**src/rtl/byte_alu_flags.sv**
```systemverilog
module byte_alu_flags #(
  parameter int W = 8
) (
  input  logic         clk,
  input  logic         rst_n,
  input  logic         op_valid,
  input  logic [5:0]   opcode,
  input  logic [W-1:0] opnd_a,
  input  logic [W-1:0] opnd_b,
  input  logic [3:0]   shift_ctl,
  output logic [W-1:0] result,
  output logic         wr_en,
  output logic         carry_next,
  output logic         zero_next,
  output logic         carry_q,
  output logic         zero_q
);

  localparam logic [4:0] K_LOAD = 5'b00000, K_AND = 5'b00101, K_OR = 5'b00110,
                         K_XOR = 5'b00111, K_TEST = 5'b01001, K_CMP = 5'b01010,
                         K_ADD = 5'b01100, K_ADDC = 5'b01101, K_SUB = 5'b01110,
                         K_SUBC = 5'b01111, K_SHF = 5'b10000;

  wire [4:0] kind    = opcode[5:1];
  wire       use_cin = (kind == K_ADDC) || (kind == K_SUBC);
  wire       cin     = use_cin & carry_q;

  wire [W:0] sum  = {1'b0, opnd_a} + {1'b0, opnd_b} + {{W{1'b0}}, cin};
  wire [W:0] diff = {1'b0, opnd_a} - {1'b0, opnd_b} - {{W{1'b0}}, cin};
  wire [W-1:0] conj = opnd_a & opnd_b;

  logic ins;
  always_comb begin
    unique casez (shift_ctl[2:0])
      3'b00?:  ins = carry_q;
      3'b01?:  ins = opnd_a[W-1];
      3'b10?:  ins = opnd_a[0];
      3'b110:  ins = 1'b0;
      default: ins = 1'b1;
    endcase
  end

  wire         go_right = shift_ctl[3];
  wire [W-1:0] shifted  = go_right ? {ins, opnd_a[W-1:1]} : {opnd_a[W-2:0], ins};
  wire         shf_out  = go_right ? opnd_a[0] : opnd_a[W-1];

  logic keep_flags;
  always_comb begin
    result     = '0;
    wr_en      = 1'b1;
    carry_next = 1'b0;
    keep_flags = 1'b0;
    case (kind)
      K_LOAD: begin result = opnd_b; keep_flags = 1'b1; end
      K_AND:  result = conj;
      K_OR:   result = opnd_a | opnd_b;
      K_XOR:  result = opnd_a ^ opnd_b;
      K_TEST: begin result = conj; wr_en = 1'b0; end
      K_CMP:  begin result = diff[W-1:0]; carry_next = diff[W]; wr_en = 1'b0; end
      K_ADD, K_ADDC: begin result = sum[W-1:0]; carry_next = sum[W]; end
      K_SUB, K_SUBC: begin result = diff[W-1:0]; carry_next = diff[W]; end
      K_SHF:  begin result = shifted; carry_next = shf_out; end
      default: begin wr_en = 1'b0; keep_flags = 1'b1; end
    endcase
    zero_next = (result == '0);
    if (keep_flags) begin
      carry_next = carry_q;
      zero_next  = zero_q;
    end
  end

  always_ff @(posedge clk or negedge rst_n) begin
    if (!rst_n) begin
      carry_q <= 1'b0;
      zero_q  <= 1'b0;
    end else if (op_valid) begin
      carry_q <= carry_next;
      zero_q  <= zero_next;
    end
  end

  a_r11_hold_idle: assert property (@(posedge clk) disable iff (!rst_n)
    !op_valid |=> ($stable(carry_q) && $stable(zero_q)));
  a_r11_take_next: assert property (@(posedge clk) disable iff (!rst_n)
    op_valid |=> (carry_q == $past(carry_next) && zero_q == $past(zero_next)));
  a_r2_load_keeps: assert property (@(posedge clk) disable iff (!rst_n)
    (kind == K_LOAD) |-> (carry_next == carry_q && zero_next == zero_q && result == opnd_b));
  a_r5_cmp_flags: assert property (@(posedge clk) disable iff (!rst_n)
    (kind == K_CMP) |-> (!wr_en && carry_next == (opnd_a < opnd_b) && zero_next == (opnd_a == opnd_b)));
  a_r4_test_nowrite: assert property (@(posedge clk) disable iff (!rst_n)
    (kind == K_TEST) |-> (!wr_en && !carry_next && zero_next == ((opnd_a & opnd_b) == '0)));
  a_r10_shift_out: assert property (@(posedge clk) disable iff (!rst_n)
    (kind == K_SHF) |-> (wr_en && carry_next == (shift_ctl[3] ? opnd_a[0] : opnd_a[W-1])));
  a_r3_logic_carry: assert property (@(posedge clk) disable iff (!rst_n)
    (kind == K_AND || kind == K_OR || kind == K_XOR) |-> (wr_en && !carry_next));

endmodule

```
**config.mk**
```make
export PLATFORM = sky130hd
export DESIGN_NAME = byte_alu_flags
export DESIGN_NICKNAME = d
export VERILOG_FILES = /design/src/rtl/byte_alu_flags.sv
export SDC_FILE = /design/constraint.sdc
export NUM_CORES = 1
export LEC_CHECK = 0
export CAP_MARGIN = 20
export CORE_MARGIN = 2
export CORE_UTILIZATION = 40
export DETAILED_ROUTE_END_ITERATION = 8
export PLACE_DENSITY = 0.7
export SKIP_CTS_REPAIR_TIMING = 1
export SLEW_MARGIN = 25
export SYNTH_ARGS = -nofsm -noshare
export SYNTH_HDL_FRONTEND = slang
export SYNTH_SLANG_ARGS = --single-unit
```
**constraint.sdc**
```tcl
create_clock -name clk -period 4 [get_ports clk]
set_input_delay 0.6 -clock clk [delete_from_list [all_inputs] [get_ports clk]]
set_output_delay 0.6 -clock clk [all_outputs]
set_load 0.02 [all_outputs]
```
==> results.toml <==
[critical_path]
worstPathMaxFanout = 2
timing.rr.end = "zero_q"
crit_path_end_kind = "primary output"
r2r-start = "carry_q"
cp_data_required_time_ns = 3.40
path_class = "input port to primary output"
r2r_cells = 13
worstSetupEndpoint = "zero_next"
cp-startpoint = "opcode[5]"
r2r_setup_slack_ns = 0.32
worstPathArrival_ns = 3.82
start_kind = "input port"

[global_route]
grt_overflow = 0
grt_pass1_vias = 1924
grt_use_total_pct = 25.50
grt_start_max_net_pins = 12
grt_first_pass_wirelength_mm = 8.818
antenna_found_initial = 0

[clock_tree]
clock_path_buffers = 2
clk_pin_slew_ns = 0.03
cts_sinks = 2
cts_buffers = 3
ctsRootBufferMaster = "clkbuf_8"
cts_max_level = 1
cts_tree = "yes"
clkLatencyLatePin_ns = 0.21

[layout]
finalNonFillerCells = 387
antenna_cells = 0
layout-drive-gt1-share_pct = 32.34
nets = 402
area_growth_pct = 70.03
final_area_um2 = 2761

[routing]
vias = 2068
vias_per_cell = 5.344
drt-total-wl_mm = 5.659
drc = 0
drtIter0Drc = 116
ant_nets = 0
avgRoutedWirePerCell_um = 14.62
first_pass_iters = 4

[timing]
fin_crit_sh_pct = 110.4
clock_skew_ns = 0.002731
setup_viol = 1
fmax_mhz = 226.5
max-slew-margin-rel_pct = 61.39
period_minus_slack_ns = 4.416
worst_pin_slew_ns = 0.5646
hold_violations = 0
maxSlewViolCount = 0
layout_setup_ws_ns = -0.4158
rsz0062_at_grt = "yes"

[placed_design]
place.detailed.hpwl_mm = 4.817
placed_cell_area_um2 = 2665
place_inst = 382
port_buffers = 40
place.gp.congestion = 0.9706

[yosys]
syn_avg_cell_area_um2 = 7.382
async_flop_share_pct = 100.0
ys_seq_elements = 2
ys.flop_type = "dfrtp_1"
netlist_top_cells_count = "ha_1, inv_1, nor2_1, a21oi_1"
synthesis.nets = 283
syn_inst = 220
syn-cell-area_um2 = 1624
netlist-cell-type-count = 49
synth_top_area_share_pct = 23.11
synth_edf_count = 0
ys.warnings.count = 0
yosys.area.top_type = "ha_1"
yosys-top-cells-area = "ha_1, inv_1, fa_1"
synth.most_common_cell = "ha_1"
synth-seq-area-share_pct = 3.082

[floorplanning]
core_um2 = 3943
num_rows = 23
io_pins = 42
die_h_um = 67.72
dieArea_um2 = 4586
die_w_um = 67.72
start_util_pct = 41.19

[worst_hold_path]
hold_class = "input port to async pin"

[outcome]
violations = "negative setup slack"
status = "complete, but fails checks"

[pwr]
ir_worst_vdd_mv = 0.1159
p_leak_uw = 0.001435
powerDensity_nw_per_um2 = 181.8

[job]
drv_cap = 0
-- cells by family (layout without fill, tap and decap cells) --
kind of cell	count (synthesis)	in the layout	share of synthesized area [%]
AOI/OAI and AO/OA	59	59	25.27
xor gates and xnor gates	11	11	5.932
adders and majority gates	34	34	28.04
buffers and inverters	33	150	8.397
DFF	2	2	3.082
muxes	10	10	7.011
and+or+nand+nor	71	71	22.27
-- report_power, final --
| part | switching (µW) | internal, µW | leakage [µW] | total (µW) |
|---|---|---|---|---|
| clock | 17.2 | 63.8 | 0.0000216 | 81.0 |
| sequential | 4.19 | 25.1 | 0.0000245 | 29.3 |
| combinational | 186 | 205 | 0.00139 | 392 |
| total | 208 | 294 | 0.00143 | 502 |
-- cell type report --
| class | count | area [µm²] |
|---|---|---|
| Clock buffer | 3 | 41.29 |
| Inverter | 26 | 97.59 |
| Tap cell | 50 | 62.56 |
| Timing Repair Buffer | 121 | 1021 |
| Multi-Input combinational cell | 185 | 1489 |
| Fill cell | 342 | 1181 |
| Sequential cell | 2 | 50.05 |
-- how the worst min path moves through the flow --
stage                          to  slack, ns
final                      zero_q       0.55
after global routing       zero_q       0.56
after CTS                  zero_q       0.55
after detailed placement   zero_q       0.57
after global placement     zero_q       0.57
after floorplan           carry_q       0.30
-- per-stage QoR --
step                      TNS [ns]  setup WS (ns)  total power (µW)  hold WS, ns  utilization [%]
after floorplan            -0.4095        -0.4095             219.2       0.3044                -
after global placement      -5.547         -1.205             407.0       0.5740            67.60
after detailed placement    -6.054         -1.333             411.9       0.5683            67.60
after CTS                   -5.922         -1.336             498.5       0.5496            68.64
after global routing       -0.6736        -0.5133             539.9       0.5631            70.04
final                      -0.4158        -0.4158             502.0       0.5521            70.04
-- placed cells by master (no fill, tap or decap), drive strengths merged, types with 4 or more instances in the layout --
| master | instances |
|---|---|
| a21oi | 12 |
| a22oi | 4 |
| buf | 86 |
| clkbuf | 5 |
| clkdlybuf4s50 | 28 |
| dlymetal6s2s | 5 |
| fa | 4 |
| ha | 30 |
| inv | 26 |
| mux2i | 8 |
| nand2 | 11 |
| nand2b | 5 |
| nand3 | 11 |
| nor2 | 20 |
| nor3 | 6 |
| o21ai | 11 |
| xnor2 | 4 |
| xor2 | 7 |
-- flip-flops by register name, summed over array words and instances (netlist names) --
signal   cells
carry_q      1
zero_q       1
-- routing by layer --
| metal | vias to the layer above | track usage (%) | part of all wire [%] |
|---|---|---|---|
| met4 | 0 | 9.184 | 1.5 |
| met5 | - | 0 | 0 |
| met1 | 954 | 33.17 | 44 |
| met3 | 8 | 0.8333 | 5.7 |
| li1 | 1035 | - | - |
| met2 | 71 | 44.49 | 49 |
-- worst max-delay path, cell delays in order --
cell,delay (ns)
buf_6,0.10
or3_4,0.40
inv_2,0.07
fa_2,0.21
inv_2,0.05
fa_2,0.39
xor2_1,0.15
nor2_1,0.07
a2111o_1,0.42
or4_1,0.49
or4_4,0.53
o31ai_4,0.19
buf_6,0.14
(Power assumes the default switching activity.)
